File: src/rtl/calPkg.sv
package calPkg;

  typedef struct packed {
    logic incSec;
  } calStrobe_t;

  function automatic logic [7:0] bcdInc(input logic [7:0] v);
    if (v[3:0] >= 4'd9) return {v[7:4] + 4'd1, 4'd0};
    else                return {v[7:4], v[3:0] + 4'd1};
  endfunction

  function automatic logic isLeap(input logic [7:0] yearBcd);
    logic [4:0] s;
    s = {yearBcd[7:4], 1'b0} + {1'b0, yearBcd[3:0]};
    return (s[1:0] == 2'b00);
  endfunction

  function automatic logic [7:0] monthLength(input logic [7:0] monthBcd,
                                             input logic [7:0] yearBcd);
    case (monthBcd)
      8'h02:                      return isLeap(yearBcd) ? 8'h29 : 8'h28;
      8'h04, 8'h06, 8'h09, 8'h11: return 8'h30;
      default:                    return 8'h31;
    endcase
  endfunction

endpackage

File: src/rtl/calBcdField.sv
module calBcdField #(
  parameter logic [7:0] RST_VAL = 8'h00,
  parameter logic [7:0] LOW_VAL = 8'h00
) (
  input  logic       clk,
  input  logic       rstN,
  input  logic       carryIn,
  input  logic [7:0] limit,
  input  logic       wrEn,
  input  logic [7:0] wrData,
  output logic [7:0] value,
  output logic       carryOut
);
  import calPkg::*;

  logic atLimit;
  assign atLimit  = (value >= limit);
  assign carryOut = carryIn && !wrEn && atLimit;

  always_ff @(posedge clk) begin
    if (!rstN)        value <= RST_VAL;
    else if (wrEn)    value <= wrData;
    else if (carryIn) value <= atLimit ? LOW_VAL : bcdInc(value);
  end

  // a load shows the written byte next cycle
  a_r7_write_load: assert property (@(posedge clk) disable iff (!rstN)
    wrEn |=> value == $past(wrData));
  // stepping at the limit wraps to the low value
  a_r3_wrap_low: assert property (@(posedge clk) disable iff (!rstN)
    carryIn && !wrEn && value >= limit |=> value == LOW_VAL);
  // a write coinciding with a carry keeps the written value
  a_r10_write_wins: assert property (@(posedge clk) disable iff (!rstN)
    carryIn && wrEn |=> value == $past(wrData));

endmodule

File: src/rtl/calCtrl.sv
module calCtrl
  import calPkg::*;
#(
  parameter int HALF_TICKS = 16384,
  parameter int SYNC_LEAD  = 32
) (
  input  logic       clk,
  input  logic       rstN,
  input  logic       enable,
  input  logic       tick,
  input  logic       wrSeconds,
  input  logic       wrMinutes,
  output calStrobe_t strobe,
  output logic       halfSec,
  output logic       syncFlag,
  output logic       secPulse
);
  localparam int CW = (HALF_TICKS > 2) ? $clog2(HALF_TICKS) : 1;
  localparam logic [CW-1:0] LAST_CNT = CW'(HALF_TICKS - 1);
  localparam logic [CW-1:0] SYNC_THR = CW'(HALF_TICKS - SYNC_LEAD);

  logic [CW-1:0] preCnt;
  logic clrPre, stepTick, lastTick, wrapSec;

  assign clrPre   = wrSeconds || wrMinutes;
  assign stepTick = enable && tick && !clrPre;
  assign lastTick = (preCnt == LAST_CNT);
  assign wrapSec  = stepTick && lastTick && halfSec;

  always_ff @(posedge clk) begin
    if (!rstN) begin
      preCnt  <= '0;
      halfSec <= 1'b0;
    end else if (clrPre) begin
      preCnt  <= '0;
      halfSec <= 1'b0;
    end else if (stepTick) begin
      if (lastTick) begin
        preCnt  <= '0;
        halfSec <= !halfSec;
      end else begin
        preCnt  <= preCnt + 1'b1;
      end
    end
  end

  always_ff @(posedge clk) begin
    if (!rstN) secPulse <= 1'b0;
    else       secPulse <= wrapSec;
  end

  assign strobe.incSec = wrapSec;
  assign syncFlag      = (halfSec && (preCnt >= SYNC_THR)) || secPulse;

  // seconds/minutes write empties both prescaler stages
  a_r8_prescale_clear: assert property (@(posedge clk) disable iff (!rstN)
    clrPre |=> preCnt == '0 && !halfSec);
  // disabled prescaler does not move
  a_r2_hold_disabled: assert property (@(posedge clk) disable iff (!rstN)
    !enable && !clrPre |=> $stable(preCnt) && $stable(halfSec));
  // the second pulse lasts one cycle
  a_r2_pulse_single: assert property (@(posedge clk) disable iff (!rstN)
    secPulse |=> !secPulse);
  // the warning window is open just before each increment
  a_r9_sync_lead: assert property (@(posedge clk) disable iff (!rstN)
    $rose(secPulse) |-> $past(syncFlag));

endmodule

File: src/rtl/calDatapath.sv
module calDatapath
  import calPkg::*;
(
  input  logic       clk,
  input  logic       rstN,
  input  calStrobe_t strobe,
  input  logic [7:0] wrData,
  input  logic       wrSeconds,
  input  logic       wrMinutes,
  input  logic       wrHours,
  input  logic       wrWeekday,
  input  logic       wrDay,
  input  logic       wrMonth,
  input  logic       wrYear,
  output logic [7:0] seconds,
  output logic [7:0] minutes,
  output logic [7:0] hours,
  output logic [2:0] weekday,
  output logic [7:0] dayOfMonth,
  output logic [7:0] month,
  output logic [7:0] year
);
  logic cMin, cHour, cDay, cMonth, cYear, yearWrap;
  logic [7:0] dayLimit;

  assign dayLimit = monthLength(month, year);

  calBcdField #(.RST_VAL(8'h00), .LOW_VAL(8'h00)) uSec (
    .clk(clk), .rstN(rstN), .carryIn(strobe.incSec), .limit(8'h59),
    .wrEn(wrSeconds), .wrData(wrData), .value(seconds), .carryOut(cMin));

  calBcdField #(.RST_VAL(8'h00), .LOW_VAL(8'h00)) uMin (
    .clk(clk), .rstN(rstN), .carryIn(cMin), .limit(8'h59),
    .wrEn(wrMinutes), .wrData(wrData), .value(minutes), .carryOut(cHour));

  calBcdField #(.RST_VAL(8'h00), .LOW_VAL(8'h00)) uHour (
    .clk(clk), .rstN(rstN), .carryIn(cHour), .limit(8'h23),
    .wrEn(wrHours), .wrData(wrData), .value(hours), .carryOut(cDay));

  calBcdField #(.RST_VAL(8'h01), .LOW_VAL(8'h01)) uDay (
    .clk(clk), .rstN(rstN), .carryIn(cDay), .limit(dayLimit),
    .wrEn(wrDay), .wrData(wrData), .value(dayOfMonth), .carryOut(cMonth));

  calBcdField #(.RST_VAL(8'h01), .LOW_VAL(8'h01)) uMonth (
    .clk(clk), .rstN(rstN), .carryIn(cMonth), .limit(8'h12),
    .wrEn(wrMonth), .wrData(wrData), .value(month), .carryOut(cYear));

  calBcdField #(.RST_VAL(8'h00), .LOW_VAL(8'h00)) uYear (
    .clk(clk), .rstN(rstN), .carryIn(cYear), .limit(8'h99),
    .wrEn(wrYear), .wrData(wrData), .value(year), .carryOut(yearWrap));

  always_ff @(posedge clk) begin
    if (!rstN)          weekday <= 3'd0;
    else if (wrWeekday) weekday <= wrData[2:0];
    else if (cDay)      weekday <= (weekday >= 3'd6) ? 3'd0 : weekday + 3'd1;
  end

  // weekday wraps from 6 to 0 on a day carry
  a_r4_weekday_wrap: assert property (@(posedge clk) disable iff (!rstN)
    cDay && !wrWeekday && weekday == 3'd6 |=> weekday == 3'd0);
  // the century wraps back to 00
  a_r6_century_wrap: assert property (@(posedge clk) disable iff (!rstN)
    yearWrap && !wrYear |=> year == 8'h00);
  // February of a year divisible by 4 reaches the 29th
  a_r5_leap_feb: assert property (@(posedge clk) disable iff (!rstN)
    cDay && !wrDay && !wrMonth && !wrYear && month == 8'h02 && dayOfMonth == 8'h28
      && year[4] == year[1] && year[0] == 1'b0
    |=> dayOfMonth == 8'h29);

endmodule

File: src/rtl/calClock.sv
module calClock
  import calPkg::*;
#(
  parameter int HALF_TICKS = 16384,
  parameter int SYNC_LEAD  = 32
) (
  input  logic       clk,
  input  logic       rstN,
  input  logic       enable,
  input  logic       tick,
  input  logic [7:0] wrData,
  input  logic       wrSeconds,
  input  logic       wrMinutes,
  input  logic       wrHours,
  input  logic       wrWeekday,
  input  logic       wrDay,
  input  logic       wrMonth,
  input  logic       wrYear,
  output logic [7:0] seconds,
  output logic [7:0] minutes,
  output logic [7:0] hours,
  output logic [2:0] weekday,
  output logic [7:0] dayOfMonth,
  output logic [7:0] month,
  output logic [7:0] year,
  output logic       halfSec,
  output logic       syncFlag,
  output logic       secPulse
);
  calStrobe_t strobe;

  calCtrl #(.HALF_TICKS(HALF_TICKS), .SYNC_LEAD(SYNC_LEAD)) uCtrl (
    .clk(clk), .rstN(rstN), .enable(enable), .tick(tick),
    .wrSeconds(wrSeconds), .wrMinutes(wrMinutes), .strobe(strobe),
    .halfSec(halfSec), .syncFlag(syncFlag), .secPulse(secPulse));

  calDatapath uData (
    .clk(clk), .rstN(rstN), .strobe(strobe), .wrData(wrData),
    .wrSeconds(wrSeconds), .wrMinutes(wrMinutes), .wrHours(wrHours),
    .wrWeekday(wrWeekday), .wrDay(wrDay), .wrMonth(wrMonth), .wrYear(wrYear),
    .seconds(seconds), .minutes(minutes), .hours(hours), .weekday(weekday),
    .dayOfMonth(dayOfMonth), .month(month), .year(year));

endmodule

File: config.mk
export PLATFORM = sky130hd
export DESIGN_NAME = calClock
export DESIGN_NICKNAME = d
export VERILOG_FILES = /design/src/rtl/calPkg.sv /design/src/rtl/calBcdField.sv /design/src/rtl/calCtrl.sv /design/src/rtl/calDatapath.sv /design/src/rtl/calClock.sv
export SDC_FILE = /design/constraint.sdc
export NUM_CORES = 1
export LEC_CHECK = 0
export CORE_ASPECT_RATIO = 1.75
export CORE_MARGIN = 2
export CORE_UTILIZATION = 40
export DETAILED_ROUTE_END_ITERATION = 10
export PLACE_DENSITY = 0.71
export SLEW_MARGIN = 15
export SYNTH_ARGS = -nofsm -noshare
export SYNTH_HDL_FRONTEND = slang
export SYNTH_SLANG_ARGS = --single-unit
export TNS_END_PERCENT = 1
File: constraint.sdc
create_clock -name clk -period 3.5 [get_ports clk]
set_input_delay 0.525 -clock clk [delete_from_list [all_inputs] [get_ports clk]]
set_output_delay 0.525 -clock clk [all_outputs]
set_load 0.005 [all_outputs]
Word level (Yosys, flattened, before mapping)
Cells that the tools add are included.

storage, ports and cells
  register bits = 67
  latch bits = 0
  memory bits (writable) = 0
  memory bits (read-only) = 0
  word-level logic and storage cells = 129
  memories kept = 0

cells by class
  add/sub/neg operators = 15
  multipliers = 0
  div/mod/pow operators = 0
  $lt $le $gt $ge = 14
  equal/unequal tests = 6
  shifts and indexed selects = 0
  muxes and demuxes = 30
  bitwise operators = 1
  reduce and logical (&&, ||, !) cells = 47

operator list
  operator                                                               count
  8-bit 2-to-1 mux                                                       24
  4-bit by 1-bit adder with 4-bit output, second input constant          12
  4-bit >= comparator, second input constant                             6
  3-bit nonzero test                                                     6
  8-bit by 3-bit == test with 1-bit output, second input constant        2
  8-bit by 7-bit >= comparator with 1-bit output, second input constant  2
  8-bit case mux with 2 select lines                                     1
  1-bit logical AND                                                      15
  14-bit by 1-bit adder with 14-bit output, second input constant        1
  14-bit == test, second input constant                                  1
  14-bit >= comparator, second input constant                            1
  14-bit 2-to-1 mux                                                      1
  2-bit AND reduction                                                    7
  2-bit nonzero test                                                     7
  3-bit 2-to-1 mux                                                       3
  8-bit by 2-bit == test with 1-bit output, second input constant        1
  8-bit by 4-bit == test with 1-bit output, second input constant        1
  8-bit by 5-bit == test with 1-bit output, second input constant        1
  8-bit by 5-bit >= comparator with 1-bit output, second input constant  1
  8-bit by 6-bit >= comparator with 1-bit output, second input constant  1
  8-bit >= comparator                                                    1
  8-bit >= comparator, second input constant                             1
  1-bit logical NOT                                                      7
  4-bit OR reduction                                                     1
  8 further kinds                                                        9

Depth between registers and ports, before layout
Gate-level depths: netlist (run 1).

  depth in word-level cells = 17
  depth in mapped cells = 14
  depth with buffers taken out = 14

Cells and area by module
From an unflattened synthesis (run 1), not the netlist that was laid out.

second synthesis, totals
  cells, all modules = 715
  area total of the unflattened synthesis = 5781.8 sq um

modules (own cells, without submodules)
  module                         instances  cells an instance  area each (sq um)  sequential area each (sq um)
  calBcdField (uData.uHour ...)  4          97                 803.3              160.2
  calBcdField (uData.uDay ...)   2          100                754.5              160.2
  calCtrl                        1          92                 793.3              320.3
  calDatapath                    1          35                 266.5              60.1

Worst setup path before layout (run 1)
Ideal clock, no wire load.

  path kind = reg-to-reg
  start point = register uData.uMonth.value[0]
  end point = register uData.uMonth.value[4]
  data arrival time = 2851 ps
  required time = 3414 ps
  path slack = 563 ps
  cell stages (with the launch flop) = 15
  buffers on the path = 0
  clock period less this slack = 2937 ps
  path through = dfxtp_1 > inv_1 > ha_1 > o211ai_1 > a21oi_1 > a31oi_1 > nor3_1 > a21oi_1 > ha_1 > nor4b_1 > o21ai_0 > o21a_1 > a31oi_1 > a221oi_1 > a211oi_1

on the way
  longest elaborated chain between the ends = 7
  elaborated cells on any way between the ends = 17

ends and longest elaborated chain
  what                                                              line               text
  start, declared                                                   calBcdField.sv:11  output logic [7:0] value,
  start signal, assigned                                            calBcdField.sv:22  else if (wrEn) value <= wrData;
  start signal, assigned                                            calBcdField.sv:23  else if (carryIn) value <= atLimit ? LOW_VAL : bcdInc(value);
  8-bit by 3-bit == test with 1-bit output (tied with other cells)  calPkg.sv:20       case (monthBcd)
  4-bit OR reduction                                                calPkg.sv:20
  8-bit case mux with 2 select lines                                calPkg.sv:20
  8-bit >= comparator                                               calBcdField.sv:17  assign atLimit = (value >= limit);
  1-bit logical AND                                                 calBcdField.sv:18  assign carryOut = carryIn && !wrEn && atLimit;
  2-bit nonzero test (no source line)                               --
  2-bit AND reduction (no source line)                              --

Several ways; a longest one is shown, not always the timed one. The select of a mux whose other input is x is not followed.
A chain may end at the register's enable or synchronous reset.

Worst setup path after layout (run 1)
  start point = register uData.uMonth.value[1]
  end point = register uData.uMonth.value[3]

on the way
  longest elaborated chain between the ends = 6
  elaborated cells on any way between the ends = 17

ends and longest elaborated chain
  what                                                              line
  8-bit by 3-bit == test with 1-bit output (tied with other cells)  calPkg.sv:20
  4-bit OR reduction                                                calPkg.sv:20
  8-bit case mux with 2 select lines                                calPkg.sv:20
  8-bit >= comparator                                               calBcdField.sv:17
  1-bit logical AND                                                 calBcdField.sv:18
  2-bit nonzero test (no source line)                               --

Several ways; a longest one is shown, not always the timed one. The select of a mux whose other input is x is not followed.

==> results of run 1 <==
## cell type report
class,count,area (um^2)
multi-input combinational,404,2680
timing repair buffer,83,803
inverter,38,143
tap,127,159
sequential,67,1340
fill,992,4890
clock buffer,11,253
clock inverter,5,27.5
## power groups by stage
stage | clock network [mW] | logic [mW] | registers [mW]
after floorplan | 0 | 0.185 | 0.859
after global placement | 0 | 0.339 | 0.870
after detailed placement | 0 | 0.347 | 0.871
after CTS | 0.864 | 0.349 | 0.855
after global routing | 0.906 | 0.389 | 0.861
final | 0.852 | 0.352 | 0.856
## per-layer routing
metal	up-vias	GRT usage (%)	wire, um
li1	2070	-	-
met1	2043	24.0	4600
met2	147	40.2	6530
met3	35	4.64	672
met4	0	9.39	454
met5	-	0	0
## critical path, cell delays in order, from the launching register on
cell      delay, ns
dfxtp_1        0.45
ha_1           0.26
o211ai_1       0.12
a21oi_1        0.16
a31oi_1        0.06
nor3_2         0.24
a21oi_1        0.12
ha_1           0.28
nor4b_1        0.04
o21ai_1        0.31
o21a_1         0.33
nand2_2        0.15
or4_1          0.48
a31oi_1        0.16
## cells by family after synthesis
logic type	Yosys count	synth area share (%)
simple gates	197	24.7
compound gates	149	22.8
flops	67	31.8
buf+inv	57	5.16
fa+ha+maj	38	11.3
xor+xnor	16	3.32
mux	4	0.948
## sequential cells by signal, indices dropped and copies added (netlist names)
name and cells:
uCtrl.preCnt 14, uData.uDay.value 8, uData.uHour.value 8, uData.uMin.value 8
uData.uMonth.value 8, uData.uSec.value 8, uData.uYear.value 8, uData.weekday 3
uCtrl.halfSec 1, uCtrl.secPulse 1
## worst paths after layout
check                        start               endpoint  slack [ns]  cells after the start
max reg2reg  uData.uMonth.value[1]  uData.uMonth.value[3]        0.25                     13
min                uCtrl.preCnt[4]        uCtrl.preCnt[4]        0.50                      2
max          uData.uMonth.value[1]  uData.uMonth.value[3]        0.25                     13
min reg2reg        uCtrl.preCnt[4]        uCtrl.preCnt[4]        0.50                      2
## cell usage after synthesis (4+ instances only)
master / instances / area share, %
a221oi_1: 4 / 0.83
and2_1: 4 / 0.59
a211oi_1: 12 / 2.1
a21oi_1: 32 / 3.8
dfxtp_1: 67 / 32
mux2i_1: 4 / 0.95
or3_1: 4 / 0.59
o21a_1: 7 / 1.2
nand4_1: 8 / 1.2
and3_1: 11 / 1.6
nand2_1: 33 / 2.9
clkbuf_1: 17 / 1.5
nor2_1: 58 / 5.2
nand3b_1: 5 / 0.89
o211ai_1: 4 / 0.71
xnor2_1: 6 / 1.2
a22oi_1: 5 / 0.89
nand4b_1: 4 / 0.83
nor3_1: 10 / 1.2
nand3_1: 25 / 3.0
xor2_1: 10 / 2.1
a32o_1: 4 / 0.95
a31oi_1: 14 / 2.1
o21ai_0: 39 / 4.6
ha_1: 38 / 11
nor3b_1: 8 / 1.4
nor2b_1: 6 / 0.89
inv_1: 37 / 3.3
## metrics by stage
step / hold slack, ns / instances / power [mW]
2_1_floorplan: 0.472 / 528 / 1.04
3_3_place_gp: 0.489 / 719 / 1.21
3_5_place_dp: 0.496 / 719 / 1.22
4_1_cts: 0.511 / 735 / 2.07
5_1_grt: 0.538 / 735 / 2.16
6_report: 0.502 / 735 / 2.06
## repair_timing
action / CTS / global route
endpoints found under the hold margin: 0 / 0
hold buffers: 0 / 0
gates resized for setup: 0 / 5
setup endpoints to repair: 0 / 15
==> results by group, run 1 <==
Run status
  – Status: finished, final reports clean

Pwr
  – Int Power: about 1.5 mW
  – Sw frac: 27.9%
  – Gate power share: 17.1%
  – VDD IR-drop max: 267 uV
  – Seq pwr share: 41.6%
  – Psw: between 0.5 and 0.6 mW
  – Lkg Pwr: approximately 2.1 nW
  – Pwr dens: roughly 380 nW/um^2
  – Share of total power in the clock network: roughly two fifths

GRT
  – Grt ovf: 0
  – First-pass GRT wire length: 19700 um
  – Vias in the first global route: about 4000
  – Largest net degree at the start of global routing: 29
  – GR Util All Layers: between 20% and 30%
  – Initial antenna violation count: 0

Die
  – Die area: 11400 um^2
  – Rows: 49
  – Die W: a little over 80 um
  – Initial core utilization: 41.0%
  – Core area: roughly 10000 um^2
  – Chip Height: approximately 140 um
  – I/O pins: 73

Timing
  – Slew @ Worst Pin: between 0.6 and 0.7 ns
  – Final hold violation count: 0
  – Final number of max-transition violations: 0
  – Tmin final: approximately 3.2 ns
  – Setup Viol. Count Final: 0
  – FMAX: roughly 310 MHz
  – Tcrit/Tclk final: between 90% and 100%
  – RSZ-0062 raised after global routing: false
  – Worst Clk Skew: approximately 0.008 ns
  – Max transition margin: about three fifths
  – Final setup TNS: 0 ns
  – Setup ws final: roughly 0.25 ns

Clocking
  – Clk slew on worst S/H paths: around 0.06 ns
  – Total clock sinks: 67
  – CTS tree: yes
  – Maximum clock path buffer count: 2
  – Clock Latency Late Sink: around 0.34 ns
  – CTS buffer count: 9
  – # Post-CTS Setup Buffers: 0
  – H-tree depth: 3
  – CTS Root Cell: clkbuf_16

Setup path
  – Worst path arrival time: approximately 3.5 ns
  – Setup CP Type: reg2reg
  – CP required: roughly 3.8 ns
  – CP endpoint kind: flop
  – Critical-path maximum fanout: 7
  – Critical Path Start Type: flop

Finish
  – N_diodes: 0
  – Commonest cells after routing, fill and taps aside: clkdlybuf4s50_1, dfxtp_1, nor2_1
  – Commonest non-fill, non-tap cell in the layout: clkdlybuf4s50_1
  – Area delta synth->final: 28.2%
  – Post-layout util: 52.5%
  – Share of layout cells above drive strength 1: approximately 6.3%
  – Final #Nets: 660
  – Post-route cell area: roughly 5400 um^2

Synth
  – Yosys Warn Count: 0
  – Syn Std Cell Area: 4220 um^2
  – Number of synthesized flops with an enable pin: 0
  – Top_reg_cell synth: dfxtp_1
  – Syn Area/Cell: 8.00 um^2
  – Synth cell types: 64
  – Synthesized net count: slightly below 600
  – Synth Register Bits: 67
  – Seq/Total Area, Yosys: between 30% and 40%
  – FFs w/ async S/R, synth: 0%
  – Syn Inst Count: between 500 and 600

Placed design
  – Post-Place Setup Slack: 0.117 ns
  – Placement Cell Area: around 5100 um^2
  – Port Buffers: 72
  – Post-DP HPWL: between 9000 and 10000 um
  – GP Congestion: between 0.9 and 1

Worst hold path
  – Worst hold path type: reg2reg

Routing
  – Final ANT Viol Nets: 0
  – First DRT Iteration DRCs: roughly 360
  – DR WL/cell: around 17 um
  – First-pass DRT Iterations: 5
  – Via count: between 4000 and 5000
  – Vias per std cell: between 5 and 6
  – DRC viols: 0
  – WL final: between 10000 and 15000 um

Flow run
  – Max-cap violations: 0
(Power assumes the default switching activity.)
==> inputs of run 2 (changes only) <==
--- a/config.mk
+++ b/config.mk
@@ -8,6 +8,7 @@
 export CORE_ASPECT_RATIO = 1.75
 export CORE_MARGIN = 2
 export CORE_UTILIZATION = 40
+export CTS_CLUSTER_DIAMETER = 50
 export DETAILED_ROUTE_END_ITERATION = 10
 export PLACE_DENSITY = 0.71
 export SLEW_MARGIN = 15
==> results of run 2 <==
The final DEF is identical to that of run 1; final timing and power are the same.
==> inputs of run 3 (changes only) <==
--- a/config.mk
+++ b/config.mk
@@ -5,14 +5,18 @@
 export SDC_FILE = /design/constraint.sdc
 export NUM_CORES = 1
 export LEC_CHECK = 0
+export CELL_PAD_IN_SITES_DETAIL_PLACEMENT = 0
+export CELL_PAD_IN_SITES_GLOBAL_PLACEMENT = 1
 export CORE_ASPECT_RATIO = 1.75
 export CORE_MARGIN = 2
 export CORE_UTILIZATION = 40
 export CTS_CLUSTER_DIAMETER = 50
 export DETAILED_ROUTE_END_ITERATION = 10
-export PLACE_DENSITY = 0.71
+export DONT_BUFFER_PORTS = 1
+export PLACE_DENSITY = 0.77
 export SLEW_MARGIN = 15
 export SYNTH_ARGS = -nofsm -noshare
 export SYNTH_HDL_FRONTEND = slang
+export SYNTH_HIERARCHICAL = 1
 export SYNTH_SLANG_ARGS = --single-unit
 export TNS_END_PERCENT = 1
==> results by group, run 3 <==
GRT
  – Vias in the first global route: ~5600
  – First-pass GRT wire length: about 27000 um
  – GR Util All Layers: a little over a fifth
  – Grt ovf: 0
  – Initial antenna violation count: 0
  – Largest net degree at the start of global routing: 50

Synth
  – Largest area contributor in the netlist: dfxtp_1
  – Top_reg_cell synth: dfxtp_1
  – Yosys Warn Count: 6
  – Synth cell types: 58
  – Yosys top cell area share: 23.2%
  – FFs w/ async S/R, synth: 0%
  – Syn Std Cell Area: around 5800 um^2
  – Synth area leaders: dfxtp_1, ha_1, a21oi_1
  – Synth Register Bits: 67
  – Syn Area/Cell: around 8 um^2
  – Commonest cells in the netlist: ha_1, inv_1, dfxtp_1
  – Seq/Total Area, Yosys: 23.2%
  – Syn Inst Count: slightly above 700
  – Number of synthesized flops with an enable pin: 0

Finish
  – Area delta synth->final: 21.1%
  – Register area: ~1300 um^2
  – Commonest non-fill, non-tap cell in the layout: inv_1
  – Largest register FFs: 14
  – N_diodes: 0
  – Layout fillers: 1452
  – Non-filler instance count after layout: approximately 1000
  – Post-layout util: 49.2%
  – Post-route cell area: 7000 um^2
  – Commonest cells after routing, fill and taps aside: inv_1, ha_1, a21oi_1
  – Share of layout cells above drive strength 1: between 10% and 20%
  – Reg with most FFs: uCtrl/preCnt
  – Final #Nets: roughly 910
  – Multi-input gate area: about 4300 um^2

Setup path
  – Top cell by count, worst path: nor2_4
  – CP endpoint kind: flop
  – Worst R2R Setup Slack: -0.01 ns
  – Critical-path maximum fanout: 3
  – Max incr delay on CP: 0.57 ns
  – Slowest-stage cell, CP: or4_4
  – Worst path arrival time: between 3 and 4 ns
  – Setup CP Type: reg2reg
  – Critical path launch point: uCtrl/preCnt[11]
  – Worst path bufs/invs: 5
  – Critical Path End: uData/uYear/value[4]
  – Crit. path cell count: 22
  – CP cell instances: nand4_4, or4_4, nor2_4, and2_4, clkinv_4, nor2_4, and2_4, clkinv_4, nor2_4, and2_4, clkinv_4, nor2_4, and2_4, nand2_4, nor2_4, nand2_4, nor2_4, buf_6, clkinv_4, or4b_1, a21oi_1, a311o_1
  – Crit path max-delay family: simple AND/OR/NAND/NOR gates
  – Reg-to-Reg End: uData/uYear/value[4]
  – Critical Path Start Type: flop
  – CP required: 3.78 ns
  – R2r worst-path depth: 22
  – R2r startpoint: uCtrl/preCnt[11]

Worst hold path
  – Worst hold path type: in2reg

Placed design
  – Post-Place Setup Slack: -0.200 ns
  – Placed Cells: around 980
  – Placement Cell Area: about 6700 um^2
  – GP Congestion: between 0.8 and 0.9
  – Port Buffers: 0
  – Post-DP HPWL: 12700 um

Run status
  – Failing checks: setup timing
  – Status: finished, violations left

Routing
  – Met2 routed WL: between 8000 and 9000 um
  – Met1 WL: slightly below 6000 um
  – DRC viols: 0
  – Via count: between 5000 and 6000
  – DR WL/cell: 16.4 um
  – Vias per std cell: around 5.5
  – WL final: roughly 16000 um
  – First DRT Iteration DRCs: 215
  – First-pass DRT Iterations: 4
  – Met3 routed WL: a little over 900 um
  – Highest routed layer: met4
  – Final ANT Viol Nets: 0

Clocking
  – H-tree depth: 3
  – Total clock sinks: 67
  – Clock Latency Late Sink: about 0.34 ns
  – CTS buffer count: 9
  – Clk slew on worst S/H paths: roughly 0.060 ns
  – CTS tree: yes
  – CTS Root Cell: clkbuf_16
  – Maximum clock path buffer count: 2
  – Post-CTS Hold Buffers: 0

Die
  – Initial core utilization: 40.6%
  – Core area: roughly 14000 um^2
  – Rows: 58
  – I/O pins: 73
  – Die W: between 90 and 100 um
  – Die area: ~15000 um^2
  – Chip Height: between 150 and 200 um

Pwr
  – Gate power share: a little over a fifth
  – PnR Total Power: 2.20 mW
  – VDD IR-drop max: roughly 230 uV
  – Seq pwr share: 39.5%
  – Sw frac: 30.1%
  – Pwr dens: 315 nW/um^2
  – Psw: 0.663 mW
  – Share of total power in the clock network: around two fifths
  – Lkg Pwr: just over 3 nW
  – Int Power: between 1.5 and 2 mW

Timing
  – Final number of max-transition violations: 0
  – RSZ-0062 raised after global routing: true
  – Final hold violation count: 0
  – Tcrit/Tclk final: 100%
  – Final setup TNS: -0.0146 ns
  – Worst Clk Skew: between 0.006 and 0.007 ns
  – Tmin final: ~3.5 ns
  – Slew @ Worst Pin: between 0.5 and 0.6 ns
  – Max transition margin: between 60% and 70%
  – FMAX: roughly 280 MHz
  – Setup ws final: -0.0146 ns
  – Setup Viol. Count Final: 1
  – Min Hold Slack: 0.311 ns

Flow run
  – Max-cap violations: 0
==> run 3: changes by cell type after synthesis, moves of 7 or more <==
| cell | previous run | this run |
|---|---|---|
| a211oi_1 | 12 | 0 |
| nand2_1 | 33 | 26 |
| ha_1 | 38 | 76 |
| o31ai_1 | 2 | 9 |
| nor4_1 | 1 | 8 |
| nand3_1 | 25 | 50 |
| a31oi_1 | 14 | 2 |
| a21oi_1 | 32 | 66 |
| nor2_1 | 58 | 36 |
| nor3b_1 | 8 | 27 |
| and2_1 | 4 | 21 |
| nand2b_1 | 2 | 10 |
| nor3_1 | 10 | 23 |
| inv_1 | 37 | 76 |
==> run 3: how the worst min path moves through the flow <==
stage	from	to	cells after the start
3_3_place_gp	uData/weekday[2]	uData/weekday[2]	2
4_1_cts	rstN	uData/uYear/value[2]	1
6_report	rstN	uData/uYear/value[2]	1
3_5_place_dp	uData/weekday[2]	uData/weekday[2]	2
2_1_floorplan	uCtrl/preCnt[13]	uCtrl/preCnt[13]	2
5_1_grt	rstN	uData/uMin/value[2]	1
==> run 3: layout make-up <==
class / instances / share of cell area (%)
Clock buffer: 11 / 3.61
Multi-Input combinational cell: 593 / 61.9
Inverter: 80 / 4.57
Tap cell: 180 / 3.22
Clock inverter: 5 / 0.393
Timing Repair Buffer: 65 / 7.02
Sequential cell: 67 / 19.3
==> run 3: kinds of logic after synthesis <==
logic type / after synthesis / synth area share, %
AND/OR/NAND/NOR: 274 / 28.3
AO/OA/AOI/OAI: 165 / 20.2
buffers and inverters: 98 / 6.47
adder cells (fa/ha/maj): 76 / 16.4
flip-flops: 67 / 23.2
XOR/XNOR: 25 / 3.79
multiplexers: 8 / 1.43
other: 2 / 0.130
==> run 3: worst reg2reg max path, stage by stage, from the launching register on <==
cell      delay (ns)
dfxtp_2         0.35
nand4_4         0.11
or4_4           0.57
nor2_4          0.10
and2_4          0.16
clkinv_4        0.05
nor2_4          0.10
and2_4          0.16
clkinv_4        0.06
nor2_4          0.10
and2_4          0.16
clkinv_4        0.05
nor2_4          0.10
and2_4          0.16
nand2_4         0.06
nor2_4          0.12
nand2_4         0.07
nor2_4          0.09
buf_6           0.11
clkinv_4        0.04
or4b_1          0.46
a21oi_1         0.15
a311o_1         0.12
==> run 3: per-layer routing <==
| metal | GRT usage [%] | up-vias |
|---|---|---|
| met5 | 0 | - |
| met2 | 42.0 | 133 |
| met1 | 21.3 | 2611 |
| met4 | 10.4 | 0 |
| li1 | - | 2728 |
| met3 | 5.40 | 44 |
==> run 3: repair_timing <==
| item | CTS | global route |
|---|---|---|
| setup buffers | 2 | 0 |
| setup endpoints to repair | 8 | 9 |
| pin swaps | 4 | 3 |
| gates resized for setup | 10 | 2 |
| cloned | 0 | 0 |
==> run 3: power by group through the flow <==
stage                     registers [mW]  clock network (mW)  logic [mW]
after floorplan                    0.885                   0       0.343
after global placement             0.886                   0       0.448
after detailed placement           0.888                   0       0.469
after CTS                          0.871               0.880       0.472
after global routing               0.877               0.919       0.535
final                              0.870               0.860       0.474
